<file path="src/rtl/dcs_pkg.sv">
package dcs_pkg;
  localparam int CNT_W = 6;

  typedef enum logic [2:0] {C_NOP, C_ACT, C_RD, C_WR, C_PRE, C_REF} dcmd_e;

  // {ras_n, cas_n, we_n} for each command
  function automatic logic [2:0] pin_code(dcmd_e c);
    case (c)
      C_ACT:   return 3'b011;
      C_RD:    return 3'b101;
      C_WR:    return 3'b100;
      C_PRE:   return 3'b010;
      C_REF:   return 3'b001;
      default: return 3'b111;
    endcase
  endfunction

  function automatic logic [3:0] rd_latency(logic [2:0] al, logic [2:0] cl);
    return {1'b0, al} + {1'b0, cl};
  endfunction

  function automatic logic [3:0] wr_latency(logic [2:0] al, logic [2:0] cl);
    return rd_latency(al, cl) - 4'd1;
  endfunction

  // clocks from a column command until its bank may be precharged
  function automatic logic [CNT_W-1:0] col_to_pre(logic wr, logic [2:0] al, logic [2:0] cl,
                                                  logic bl8, logic [3:0] twr);
    logic [CNT_W-1:0] half;
    half = bl8 ? CNT_W'(4) : CNT_W'(2);
    if (wr) return CNT_W'(wr_latency(al, cl)) + half + CNT_W'(twr);
    return CNT_W'(al) + half;
  endfunction

  // one clock of countdown, but never below a newly imposed wait
  function automatic logic [CNT_W-1:0] stretch(logic [CNT_W-1:0] cur, logic [CNT_W-1:0] need);
    logic [CNT_W-1:0] d;
    d = (cur == '0) ? '0 : cur - CNT_W'(1);
    return (d > need) ? d : need;
  endfunction
endpackage

</file>
<file path="src/rtl/dcs_bank.sv">
module dcs_bank
  import dcs_pkg::*;
#(
  parameter int ROW_W = 13,
  parameter int TRCD  = 3,
  parameter int TRP   = 3,
  parameter int TRC   = 11,
  parameter int TRFC  = 15
) (
  input  logic             clk,
  input  logic             rst_n,
  input  logic             do_act,
  input  logic             do_col,
  input  logic             col_close,
  input  logic [CNT_W-1:0] col_c2p,
  input  logic             do_pre,
  input  logic             do_ref,
  input  logic [ROW_W-1:0] act_row,
  output logic             is_open,
  output logic [ROW_W-1:0] open_row,
  output logic             col_ok,
  output logic             pre_ok,
  output logic             act_ok
);
  localparam logic [CNT_W-1:0] L_RCD = CNT_W'(TRCD - 1);
  localparam logic [CNT_W-1:0] L_RP  = CNT_W'(TRP - 1);
  localparam logic [CNT_W-1:0] L_RC  = CNT_W'(TRC - 1);
  localparam logic [CNT_W-1:0] L_RAS = CNT_W'(TRC - TRP - 1);
  localparam logic [CNT_W-1:0] L_RFC = CNT_W'(TRFC - 1);

  logic [CNT_W-1:0] col_w, pre_w, act_w;
  logic [CNT_W-1:0] n_col, n_pre, n_act;

  always_comb begin
    n_col = stretch(col_w, '0);
    n_pre = stretch(pre_w, '0);
    n_act = stretch(act_w, '0);
    if (do_act) begin
      n_col = L_RCD;
      n_pre = stretch(pre_w, L_RAS);
      n_act = stretch(act_w, L_RC);
    end
    if (do_col) begin
      n_pre = stretch(pre_w, col_c2p - CNT_W'(1));
      if (col_close) n_act = stretch(act_w, col_c2p + L_RP);
    end
    if (do_pre) n_act = stretch(act_w, L_RP);
    if (do_ref) n_act = stretch(act_w, L_RFC);
  end

  always_ff @(posedge clk) begin
    if (!rst_n) begin
      col_w    <= '0;
      pre_w    <= '0;
      act_w    <= '0;
      is_open  <= 1'b0;
      open_row <= '0;
    end else begin
      col_w <= n_col;
      pre_w <= n_pre;
      act_w <= n_act;
      if (do_act) begin
        is_open  <= 1'b1;
        open_row <= act_row;
      end else if (do_pre || (do_col && col_close)) begin
        is_open <= 1'b0;
      end
    end
  end

  assign col_ok = (col_w == '0);
  assign pre_ok = (pre_w == '0);
  assign act_ok = (act_w == '0);

  p_act_closed_r4: assert property (@(posedge clk) disable iff (!rst_n)
    do_act |-> (!is_open && act_ok));
  p_col_gate_r5: assert property (@(posedge clk) disable iff (!rst_n)
    do_col |-> (is_open && col_ok));
  p_pre_gate_r5: assert property (@(posedge clk) disable iff (!rst_n)
    (do_pre && is_open) |-> pre_ok);
  p_ap_closes_r6: assert property (@(posedge clk) disable iff (!rst_n)
    (do_col && col_close) |=> !is_open);
  p_ref_idle_r9: assert property (@(posedge clk) disable iff (!rst_n)
    do_ref |-> !is_open);
endmodule

</file>
<file path="src/rtl/dcs_refresh.sv">
module dcs_refresh #(
  parameter int PERIOD = 1560,
  localparam int W = $clog2(PERIOD + 1)
) (
  input  logic clk,
  input  logic rst_n,
  input  logic ref_done,
  output logic pend,
  output logic tick
);
  logic [W-1:0] cnt;

  assign tick = (cnt == '0);

  always_ff @(posedge clk) begin
    if (!rst_n) begin
      cnt  <= W'(PERIOD - 1);
      pend <= 1'b0;
    end else begin
      cnt <= tick ? W'(PERIOD - 1) : cnt - W'(1);
      if (tick)          pend <= 1'b1;
      else if (ref_done) pend <= 1'b0;
    end
  end

  p_tick_raises_r9: assert property (@(posedge clk) disable iff (!rst_n)
    tick |=> pend);
  p_done_clears_r10: assert property (@(posedge clk) disable iff (!rst_n)
    (ref_done && !tick) |=> !pend);
endmodule

</file>
<file path="src/rtl/dram_cmd_sched.sv">
module dram_cmd_sched
  import dcs_pkg::*;
#(
  parameter int ROW_W  = 13,
  parameter int COL_W  = 10,
  parameter int BANK_W = 2,
  parameter int AP_BIT = 10,
  parameter int TRCD   = 3,
  parameter int TRP    = 3,
  parameter int TRC    = 11,
  parameter int TWR    = 3,
  parameter int TRFC   = 15,
  parameter int TREFI  = 1560,
  localparam int ADDR_W = ROW_W + BANK_W + COL_W
) (
  input  logic              clk,
  input  logic              rst_n,
  input  logic              req_valid,
  output logic              req_ready,
  input  logic              req_write,
  input  logic              req_close,
  input  logic [ADDR_W-1:0] req_addr,
  input  logic [2:0]        cfg_cl,
  input  logic [2:0]        cfg_al,
  input  logic              cfg_bl8,
  output logic [3:0]        rd_lat,
  output logic [3:0]        wr_lat,
  output logic              cmd_cs_n,
  output logic              cmd_ras_n,
  output logic              cmd_cas_n,
  output logic              cmd_we_n,
  output logic [BANK_W-1:0] cmd_ba,
  output logic [ROW_W-1:0]  cmd_addr
);
  localparam int NBANK = 1 << BANK_W;

  // request fields
  logic [BANK_W-1:0] rq_bank;
  logic [ROW_W-1:0]  rq_row;
  logic [COL_W-1:0]  rq_col;
  assign rq_col  = req_addr[COL_W-1:0];
  assign rq_bank = req_addr[COL_W +: BANK_W];
  assign rq_row  = req_addr[COL_W + BANK_W +: ROW_W];

  // bank state, brought out as named wires
  logic [NBANK-1:0] b_open, b_col_ok, b_pre_ok, b_act_ok;
  logic [NBANK-1:0] sel_act, sel_col, sel_pre;
  logic [ROW_W-1:0] b_row [NBANK];
  logic [CNT_W-1:0] c2p;
  dcmd_e            nxt_cmd;
  logic             pre_all, issue_ref, ref_pend, ref_tick;
  logic             any_open, all_pre_ok, all_act_ok, row_hit;

  assign c2p = col_to_pre(req_write, cfg_al, cfg_cl, cfg_bl8, TWR[3:0]);
  assign rd_lat = rd_latency(cfg_al, cfg_cl);
  assign wr_lat = wr_latency(cfg_al, cfg_cl);

  for (genvar i = 0; i < NBANK; i++) begin : g_bank
    assign sel_act[i] = (nxt_cmd == C_ACT) && (rq_bank == BANK_W'(i));
    assign sel_col[i] = ((nxt_cmd == C_RD) || (nxt_cmd == C_WR)) && (rq_bank == BANK_W'(i));
    assign sel_pre[i] = (nxt_cmd == C_PRE) && (pre_all || (rq_bank == BANK_W'(i)));
    dcs_bank #(.ROW_W(ROW_W), .TRCD(TRCD), .TRP(TRP), .TRC(TRC), .TRFC(TRFC)) u_bank (
      .clk      (clk),
      .rst_n    (rst_n),
      .do_act   (sel_act[i]),
      .do_col   (sel_col[i]),
      .col_close(req_close),
      .col_c2p  (c2p),
      .do_pre   (sel_pre[i]),
      .do_ref   (issue_ref),
      .act_row  (rq_row),
      .is_open  (b_open[i]),
      .open_row (b_row[i]),
      .col_ok   (b_col_ok[i]),
      .pre_ok   (b_pre_ok[i]),
      .act_ok   (b_act_ok[i])
    );
  end

  dcs_refresh #(.PERIOD(TREFI)) u_refresh (
    .clk     (clk),
    .rst_n   (rst_n),
    .ref_done(issue_ref),
    .pend    (ref_pend),
    .tick    (ref_tick)
  );

  assign any_open   = |b_open;
  assign all_pre_ok = &(b_pre_ok | ~b_open);
  assign all_act_ok = &b_act_ok;
  assign row_hit    = b_open[rq_bank] && (b_row[rq_bank] == rq_row);
  assign issue_ref  = (nxt_cmd == C_REF);
  assign req_ready  = (nxt_cmd == C_RD) || (nxt_cmd == C_WR);

  // command choice: refresh first, then the pending request
  always_comb begin
    nxt_cmd = C_NOP;
    pre_all = 1'b0;
    if (ref_pend) begin
      if (any_open) begin
        pre_all = 1'b1;
        if (all_pre_ok) nxt_cmd = C_PRE;
      end else if (all_act_ok) begin
        nxt_cmd = C_REF;
      end
    end else if (req_valid) begin
      if (row_hit) begin
        if (b_col_ok[rq_bank]) nxt_cmd = req_write ? C_WR : C_RD;
      end else if (b_open[rq_bank]) begin
        if (b_pre_ok[rq_bank]) nxt_cmd = C_PRE;
      end else if (b_act_ok[rq_bank]) begin
        nxt_cmd = C_ACT;
      end
    end
  end

  logic [ROW_W-1:0]  nxt_addr;
  logic [BANK_W-1:0] nxt_ba;
  always_comb begin
    nxt_addr = '0;
    nxt_ba   = rq_bank;
    case (nxt_cmd)
      C_ACT: nxt_addr = rq_row;
      C_RD, C_WR: begin
        nxt_addr[COL_W-1:0] = rq_col;
        nxt_addr[AP_BIT]    = req_close;
      end
      C_PRE: nxt_addr[AP_BIT] = pre_all;
      default: nxt_ba = '0;
    endcase
  end

  always_ff @(posedge clk) begin
    if (!rst_n) begin
      cmd_cs_n <= 1'b0;
      {cmd_ras_n, cmd_cas_n, cmd_we_n} <= 3'b111;
      cmd_ba   <= '0;
      cmd_addr <= '0;
    end else begin
      cmd_cs_n <= 1'b0;
      {cmd_ras_n, cmd_cas_n, cmd_we_n} <= pin_code(nxt_cmd);
      cmd_ba   <= nxt_ba;
      cmd_addr <= nxt_addr;
    end
  end

  p_cs_low_r2: assert property (@(posedge clk) disable iff (!rst_n)
    cmd_cs_n == 1'b0);
  p_ready_col_r3: assert property (@(posedge clk) disable iff (!rst_n)
    (req_valid && req_ready) |=> (cmd_ras_n && !cmd_cas_n));
  p_lat_gap_r8: assert property (@(posedge clk) disable iff (!rst_n)
    (wr_lat + 4'd1) == rd_lat);
  p_ref_priority_r10: assert property (@(posedge clk) disable iff (!rst_n)
    ref_pend |-> (!req_ready && (nxt_cmd != C_ACT)));
  p_ref_closed_r9: assert property (@(posedge clk) disable iff (!rst_n)
    issue_ref |-> !any_open);
endmodule

</file>
<file path="config.mk">
export PLATFORM = sky130hd
export DESIGN_NAME = dram_cmd_sched
export DESIGN_NICKNAME = d
export VERILOG_FILES = /design/src/rtl/dcs_pkg.sv /design/src/rtl/dcs_bank.sv /design/src/rtl/dcs_refresh.sv /design/src/rtl/dram_cmd_sched.sv
export SDC_FILE = /design/constraint.sdc
export NUM_CORES = 1
export LEC_CHECK = 0
export ABC_AREA = 1
export BUFFER_PORTS_ARGS = -buffer_cell sky130_fd_sc_hd__buf_2
export CAP_MARGIN = 15
export CELL_PAD_IN_SITES_DETAIL_PLACEMENT = 1
export CELL_PAD_IN_SITES_GLOBAL_PLACEMENT = 1
export CORE_ASPECT_RATIO = 1.5
export CORE_UTILIZATION = 42
export DETAILED_ROUTE_END_ITERATION = 10
export PLACE_DENSITY_LB_ADDON = 0.1
export RECOVER_POWER = 50
export SETUP_SLACK_MARGIN = 0.1
export SLEW_MARGIN = 0
export SYNTH_ARGS = -nofsm -noshare
export SYNTH_HDL_FRONTEND = slang
export SYNTH_SLANG_ARGS = --single-unit
</file>
<file path="constraint.sdc">
create_clock -name clk -period 10.4 [get_ports clk]
set_input_delay 0 -clock clk [delete_from_list [all_inputs] [get_ports clk]]
set_output_delay 0 -clock clk [all_outputs]
set_load 0.02 [all_outputs]
</file>
==> metrics, run 1 <==
DR iter-0 viols 454; TritonCTS clock tree done; syn nets 1706; Reg2Reg Setup Slack 5370 ps; Logic pwr share 0.610; commonest non-fill, non-tap cells in the layout 421 x nand2_1, 235 x inv_1, 158 x dfxtp_1; IO Count 65; Buf+Inv Stages, Crit Path 4; largest net degree at the start of global routing 67; Net Sw Power 1897 uW; Max Freq 155.8 MHz; TritonCTS buffer count 17; violated checks capacitance limit, slew limit; Worst Hold Endpoint g_bank[0].u_bank.act_w[4]; clk sinks 158; R2R Path End g_bank[1].u_bank.pre_w[0]; RSZ-0062 raised after global routing no; Die X 130.2 microns; type of the tightest min-delay check in2reg; skew final 13.48 ps; Routed WL per cell 16.80 microns; total grt overflow 0; synth unique cells 47; Critical Path Slowest Stage Cell nor2_1; Slew Limit Headroom -0.3546; number of enable flip-flop cells after synthesis 0; most common cell after layout, fill and taps aside nand2_1; crit path kind in2reg; row count 70; Initial Util 0.4265; FF-to-FF path depth 19; Leak 0.005759 uW; initial antenna violation count 0; Vias/cell 5.367; root buffer cell clkbuf_16; most area-consuming cells after synthesis dfxtp_1 31%, nand2_1 15%, ha_1 9.1%; vias in the first global route 11097; share of total power in the clock network 0.170; Yosys top cell by area dfxtp_1; r2r startpoint g_bank[1].u_bank.col_w[0]; Max FO, Critical Path 18; cell area power density 320.8 mW/mm^2; Yosys warning count 0; Worst-Skew Late Latency 450 ps; Via Count 10772; Post-Layout Inst Area 0.01167 sq mm; fraction of layout cells with a size suffix above 1 0.05823; WP data required 10740 ps; DIE HEIGHT 194.2 microns; P_int 1847 uW; min Tclk post-route 6417 ps; final number of max-transition violations 41; Final TNS setup 0 ps; Sequential Power Share 0.219; share of the synthesized area in the top cell type 0.3057; flops & latches, synth 158; WHS 82.03 ps; GRT Util Overall 0.2762; DR pass1 iterations 5; Antenna Cells 0; Peak supply drop 167.7 uV; final wirelength 33.73 mm; hold depth 5; input/output buffers 63; die area 0.02528 sq mm; min-delay src req_close; Gate Count Post-Synth 1591; max cap viols 2; H-Tree Depth 4; Mapped Area 0.01035 sq mm; first-pass GRT wire length 54.65 mm; clock-pin slew on the worst setup and hold paths 70 ps; Setup crit end kind register; Worst setup SP type input port; actual slew at the worst max-slew pin 2024 ps; sequential cell area 0.003163 sq mm; Largest delay share family, worst path simple AND/OR/NAND/NOR gates; WP data arrival 6760 ps; DRC Markers 0; Mean Syn Cell Area 6.504 sq um; Final Setup Violations 0; Antenna Violating Nets Remaining 0; register area share after synthesis 0.3057; final cell utilization of the core 0.4811; switch share 0.5067; CP Cell Sequence clkbuf_1, inv_1, nor2_1, a21oi_1, nand2_1, nand2_1, nor2_1, nand2_1, nor2_1, nand2_4, nor2_1, nor2_8, nand3_1, inv_1, nand2_1, nand3_1, o211ai_1, inv_1; Final Hold Vio Count 0; ys async rst share 0; status finished, violations left; core area 0.02426 sq mm; post-DP HPWL 24.67 mm; Placed Area 0.01088 sq mm; P&R area growth vs syn 12.80%; total power 3744 uW; area of the multi-input gates 0.005987 sq mm; final RePlAce weighted congestion 0.8850; Nets 1785; Primary FF master, synth dfxtp_1; period utilization 0.6170; Largest stage delay, worst path 1510 ps; clock tree buffer depth 2; fillers 3301
[worst min-delay path: stages]
cell and delay (ps):
buf_2 120, inv_1 80, nor2_2 110, nand3_1 90, a21oi_1 70
[flip-flops by register name (all words and copies together), names as in the netlist]
signal / flops
g_bank.u_bank.is_open: 4
u_refresh.pend: 1
cmd_cas_n: 1
cmd_we_n: 1
cmd_ras_n: 1
u_refresh.cnt: 11
g_bank.u_bank.col_w: 24
g_bank.u_bank.pre_w: 24
g_bank.u_bank.act_w: 24
cmd_ba: 2
cmd_addr: 13
g_bank.u_bank.open_row: 52
[synthesized netlist by cell type (8+ instances only)]
library cell / instances
nand2_1: 420
inv_1: 231
dfxtp_1: 158
nor2_1: 138
a21oi_1: 125
o21ai_0: 119
nand3_1: 117
ha_1: 75
o211ai_1: 21
o21ai_1: 20
nor3_1: 17
clkbuf_1: 14
xor2_1: 14
nand4_1: 12
buf_4: 11
a31oi_1: 10
inv_2: 8
[power groups by stage]
stage	registers, uW	clock network, uW	logic, uW
6_report	822	638	2280
5_1_grt	839	669	2650
4_1_cts	821	644	2310
3_5_place_dp	833	0	2270
3_3_place_gp	829	0	2180
2_1_floorplan	820	0	1720
[stage by stage]
step,worst slack (ps),cells
after detailed placement,5196,1944
final,3983,2007
after global placement,5454,1944
after CTS,5647,2007
after floorplan,5679,1591
after global routing,3721,2007
[final cells by class]
cell class,count,area share
clock buffer,18,0.03677
clock inverter,14,0.01265
inverter,240,0.07739
multi-input combinational,1153,0.5129
sequential,158,0.2710
tap,324,0.03473
timing repair buffer,100,0.05456
[timing repair]
item                                   in CTS  in global routing
gates resized for setup                     0                  0
endpoints found under the hold margin      59                  0
hold buffers                               31                  0
setup buffers                               0                  0
[cells by family (layout without fill, tap and decap cells)]
kind of cell    after synthesis  count (layout)  synth area share
buf+inv                     280             372            0.1096
flops                       158             158            0.3057
other cells                   1               1         0.0003624
xor+xnor                     19              19           0.01608
fa+ha+maj                    78              78           0.09649
simple gates                738             738            0.3062
compound gates              317             317            0.1657
[per-layer routing]
layer	track usage	wire, microns	part of all wire	up-vias
li1	-	-	-	5315
met1	0.3041	13880	0.41	5185
met2	0.5100	17590	0.52	191
met3	0.03918	1027	0.030	81
met4	0.1236	1234	0.037	0
met5	0	0	0	-
[worst max path at each step]
| stage | from | end | slack, ps | cells past startpoint |
|---|---|---|---|---|
| after CTS | cfg_cl[0] | g_bank[0].u_bank.pre_w[2] | 5650 | 26 |
| after global placement | cfg_cl[0] | g_bank[2].u_bank.pre_w[3] | 5450 | 23 |
| after floorplan | cfg_cl[0] | g_bank[3].u_bank.pre_w[4] | 5680 | 23 |
| final | req_addr[11] | g_bank[1].u_bank.pre_w[0] | 3980 | 18 |
| after detailed placement | cfg_cl[0] | g_bank[3].u_bank.pre_w[2] | 5200 | 25 |
| after global routing | req_addr[11] | g_bank[1].u_bank.pre_w[1] | 3720 | 18 |
Note: power is estimated with default switching activity, not from simulation.
==> run 2, diff against run 1 <==
Settings changed: CORE_UTILIZATION 42 to 40.
Clock period 10.4 ns to 5.5 ns, I/O delays scaled along.
==> run 2 against run 1 <==
Combinational power rose by 89%. Worst hold slack improved by 2.1 ps. Largest cell class unchanged. Sequential share of layout area fell by 0.084 points. Flip-flop and latch count did not move. Setup slack got worse by 3400 ps. Clock skew fell by 5.0 ps. Largest power group unchanged. The run still ends with capacitance limit, slew limit left.
==> metrics, run 2 (synthesized netlist as in run 1, its figures left out) <==
status finished, violations left; violated checks capacitance limit, slew limit; initial antenna violation count 0; core area 0.02523 sq mm; skew final 8.465 ps; pre-CTS WS 291.2 ps; input/output buffers 63; GRT Util Overall 0.2613; root buffer cell clkbuf_16; P&R area growth vs syn 13.16%; Routed WL per cell 16.61 microns; Final TNS setup 0 ps; final RePlAce weighted congestion 0.8393; DR pass1 iterations 6; total grt overflow 0; clock-pin slew on the worst setup and hold paths 70 ps; Via Count 10664; Final Setup Violations 0; Post-Layout Inst Area 0.01171 sq mm; fillers 3424; row count 71; post-DP HPWL 24.77 mm; WP data arrival 5260 ps; Peak supply drop 283.8 uV; Antenna Cells 0; Placed Area 0.01092 sq mm; sequential cell area 0.003163 sq mm; clock tree buffer depth 2; Worst-Skew Late Latency 450 ps; Max FO, Critical Path 18; actual slew at the worst max-slew pin 1877 ps; Die X 133.3 microns; Nets 1790; area of the multi-input gates 0.006005 sq mm; Initial Util 0.4101; Antenna Violating Nets Remaining 0; die area 0.02653 sq mm; TritonCTS buffer count 17; final number of max-transition violations 41; first-pass GRT wire length 54.60 mm; Biggest register g_bank.u_bank.open_row; RSZ-0062 raised after global routing no; max cap viols 2; vias in the first global route 11043; clk sinks 158; H-Tree Depth 4; WP data required 5850 ps; setup ws final 585.2 ps; Worst setup SP type input port; commonest non-fill, non-tap cells in the layout 421 x nand2_1, 233 x inv_1, 158 x dfxtp_1; DR iter-0 viols 349; cell area power density 598.9 mW/mm^2; DIE HEIGHT 199.0 microns; Final Hold Vio Count 0; Setup crit end kind register; fraction of layout cells with a size suffix above 1 0.06161; type of the tightest min-delay check in2reg; max reg flops 52; TritonCTS clock tree done; final wirelength 33.48 mm; min Tclk post-route 4915 ps; Slew Limit Headroom -0.2557; IO Count 65; most common cell after layout, fill and taps aside nand2_1; DRC Markers 0; Leak 0.005767 uW; largest net degree at the start of global routing 43; crit path kind in2reg; period utilization 0.8936; Vias/cell 5.290; Max Freq 203.5 MHz
-- run 2: changes by cell type in the layout (fill, tap and decap cells not counted), sizes merged --
cell | previous run | this run
clkinv | 2 | 3
dlygate4sd3 | 31 | 32
buf | 42 | 47
clkbuf | 45 | 46
clkinvlp | 3 | 5
inv | 248 | 243
-- run 2: path summary, 6_finish.rpt --
path                                  start                         to  slack [ps]  cells past startpoint
hold / removal                    req_close  g_bank[2].u_bank.act_w[5]          80                      5
setup / recovery               req_addr[11]  g_bank[3].u_bank.act_w[2]         590                     18
setup reg to reg  g_bank[0].u_bank.act_w[0]  g_bank[2].u_bank.col_w[3]         810                     15
hold reg to reg            u_refresh.cnt[0]           u_refresh.cnt[0]         390                      1
-- run 2: timing repair --
action / in CTS / in global routing
setup buffers: 0 / 0
gates resized for setup: 0 / 0
endpoints found under the hold margin: 60 / 0
hold buffers: 32 / 0
-- run 2: final cells by class --
class | instances | share of cell area
well taps | 328 | 0.03505
flip-flops and latches | 158 | 0.2701
repair buffers | 105 | 0.05792
multi-input cells | 1153 | 0.5128
clock buffers | 20 | 0.03729
inverters | 240 | 0.07715
clock inverters | 12 | 0.009617
-- run 2: critical path, cell delays in order --
cell	delay [ps]
buf_2	390
inv_2	280
nor2_1	800
a21oi_1	150
nand2_1	220
nand2_1	80
nor2_1	100
nand2_1	70
nor2_1	220
nand2_4	100
nor2_1	1390
nand2_1	450
nor2_1	540
nand3_1	120
o21ai_0	100
o21ai_0	100
nand3_1	90
inv_1	40
-- run 2: report_power, final --
part           total (uW)  leakage [uW]  switching, uW  internal [uW]
Combinational        4310       0.00422           2840           1470
Clock                1150      0.000253            524            625
Sequential           1550       0.00129            147           1400
-- run 2: metrics by stage --
step / power [uW] / hold slack [ps] / util / instances
floorplan: 4808 / 129.7 / - / 1591
global placement: 5715 / 226.8 / 0.4328 / 1952
detailed placement: 5863 / 234.5 / 0.4328 / 1952
CTS: 7076 / 63.60 / 0.4672 / 2016
global route: 7815 / 122.6 / 0.4641 / 2016
finish: 7012 / 84.16 / 0.4641 / 2016
-- run 2: routing by layer --
| layer | up-vias | GRT usage | share of wire |
|---|---|---|---|
| met5 | - | 0 | 0 |
| met4 | 0 | 0.09470 | 0.023 |
| met3 | 46 | 0.03848 | 0.023 |
| met2 | 143 | 0.5102 | 0.53 |
| met1 | 5141 | 0.2796 | 0.42 |
| li1 | 5334 | - | - |
==> run 3, diff against run 2 <==
Settings changed: CORE_UTILIZATION 40 to 41, CTS_BUF_LIST set to sky130_fd_sc_hd__clkbuf_8.
==> run 3 against run 2 <==
The flow still finishes with violations (capacitance limit, slew limit). Non-clock buffer count rose by 3. Total power fell by 2.9%. Register-to-register slack got worse by 310 ps. Clock skew grew 7.9 ps. Sequential power barely moved. Sequential share of layout area increased by 0.36 points. Clock power shrank 21%. Clock-buffer cell count fell by 3. Cell count hardly changed.
==> metrics, run 3 (synthesized netlist as in run 1, its figures left out) <==
total power 6811 uW; DR pass1 iterations 5; TritonCTS buffer count 17; DR iter-0 viols 487; fraction of layout cells with a size suffix above 1 0.06209; Final Setup Violations 0; root buffer cell clkbuf_8; Peak supply drop 311.0 uV; Placed Area 0.01091 sq mm; H-Tree Depth 4; Setup crit end kind register; clk sinks 158; most common cell after layout, fill and taps aside nand2_1; input/output buffers 63; Die X 131.7 microns; final RePlAce weighted congestion 0.8646; WP data required 5870 ps; WP data arrival 5370 ps; total grt overflow 0; first-pass GRT wire length 54.69 mm; P&R area growth vs syn 11.66%; actual slew at the worst max-slew pin 2989 ps; Max FO, Critical Path 21; status finished, violations left; Initial Util 0.4204; Worst setup SP type register; Routed WL per cell 16.60 microns; cts repair resizes 0; Nets 1793; FF-to-FF path depth 15; clock-pin slew on the worst setup and hold paths 110 ps; max cap viols 3; vias in the first global route 11047; row count 70; Post-Layout Inst Area 0.01155 sq mm; Vias/cell 5.299; Antenna Violating Nets Remaining 0; Worst-Skew Late Latency 500 ps; initial antenna violation count 0; Reg2Reg Setup Slack 500 ps; skew final 16.37 ps; DRC Markers 0; die area 0.02589 sq mm; violated checks capacitance limit, slew limit; min Tclk post-route 4996 ps; final wirelength 33.46 mm; Biggest register g_bank.u_bank.open_row; type of the tightest min-delay check in2reg; Leak 0.005719 uW; Antenna Cells 0; largest net degree at the start of global routing 61; final number of max-transition violations 102; crit path kind reg2reg; min-delay src req_valid; Final Hold Vio Count 0; R2R Path End g_bank[2].u_bank.col_w[2]; Worst Hold Endpoint g_bank[1].u_bank.is_open; post-DP HPWL 24.82 mm; RSZ-0062 raised after global routing no; pre-CTS WS 268.2 ps; r2r startpoint g_bank[1].u_bank.act_w[0]; period utilization 0.9084; GRT Util Overall 0.2655; Final TNS setup 0 ps; Slew Limit Headroom -0.9927; core area 0.02461 sq mm; DIE HEIGHT 196.6 microns; cell area power density 589.5 mW/mm^2; TritonCTS clock tree done; setup ws final 503.9 ps; commonest non-fill, non-tap cells in the layout 422 x nand2_1, 233 x inv_1, 158 x dfxtp_1; max reg flops 52; hold depth 7; clock tree buffer depth 2; IO Count 65; Max Freq 200.2 MHz; Via Count 10678
run 3: changes by cell type in the layout (fill, tap and decap cells not counted), moves of 2 or more:
cell / previous run / this run
clkbuf_16: 17 / 0
clkinv_2: 2 / 0
nor2_2: 2 / 4
buf_4: 10 / 8
inv_8: 0 / 7
nand2_4: 5 / 3
nor2_1: 143 / 141
clkinv_8: 0 / 2
dlygate4sd3_1: 32 / 35
clkinvlp_4: 5 / 1
clkinv_4: 1 / 3
clkbuf_8: 0 / 17
run 3: critical path: stages (launching register included):
cell and delay [ps]:
dfxtp_1 330, inv_1 120, ha_1 200, nand2_1 70
nor2_1 160, nand2_1 70, nor2_1 340, nand3_1 130
nor2_1 500, inv_1 300, nand2_1 250, nand2_1 240
nor2_1 1300, inv_2 430, o211ai_1 330, nor2_1 80
run 3: metal layers:
layer,GRT usage,vias to the layer above,routed length (microns)
met5,0,-,0
met4,0.1029,0,1090
met3,0.03575,64,931
met2,0.5158,173,17540
met1,0.2866,5106,13900
li1,-,5335,-
run 3: timing repair:
item / in CTS / in global routing
buffers inserted: 0 / 0
hold buffers: 35 / 0
endpoints found under the hold margin: 70 / 0
run 3: how the worst max path moves through the flow:
stage,slack [ps],cells after the start,startpoint,endpoint
finish,500,15,g_bank[1].u_bank.act_w[0],g_bank[2].u_bank.col_w[2]
global route,100,26,cfg_cl[0],g_bank[0].u_bank.pre_w[1]
CTS,790,26,cfg_cl[0],g_bank[0].u_bank.pre_w[1]
global placement,550,25,cfg_cl[0],g_bank[3].u_bank.pre_w[5]
floorplan,780,23,cfg_cl[0],g_bank[3].u_bank.pre_w[4]
detailed placement,270,26,cfg_cl[0],g_bank[0].u_bank.pre_w[2]
run 3: cell type report:
class,instances,area (sq um)
clock buffers,17,234.0
well taps,324,405.4
clock inverters,15,162.7
flip-flops and latches,158,3163
fillers,3414,13060
multi-input cells,1153,5984
inverters,240,903.4
repair buffers,108,700.7
run 3: report_power, final:
group / switching [uW] / internal [uW]
clock: 564 / 345
sequential: 148 / 1400
combinational: 2880 / 1470
total: 3590 / 3220
run 3: stage by stage:
step	std cells	hold WS, ps	util
after floorplan	1591	129.7	-
after global placement	1948	224.9	0.4434
after detailed placement	1948	235.8	0.4434
after CTS	2015	197.4	0.4738
after global routing	2015	255.0	0.4694
final	2015	211.3	0.4694
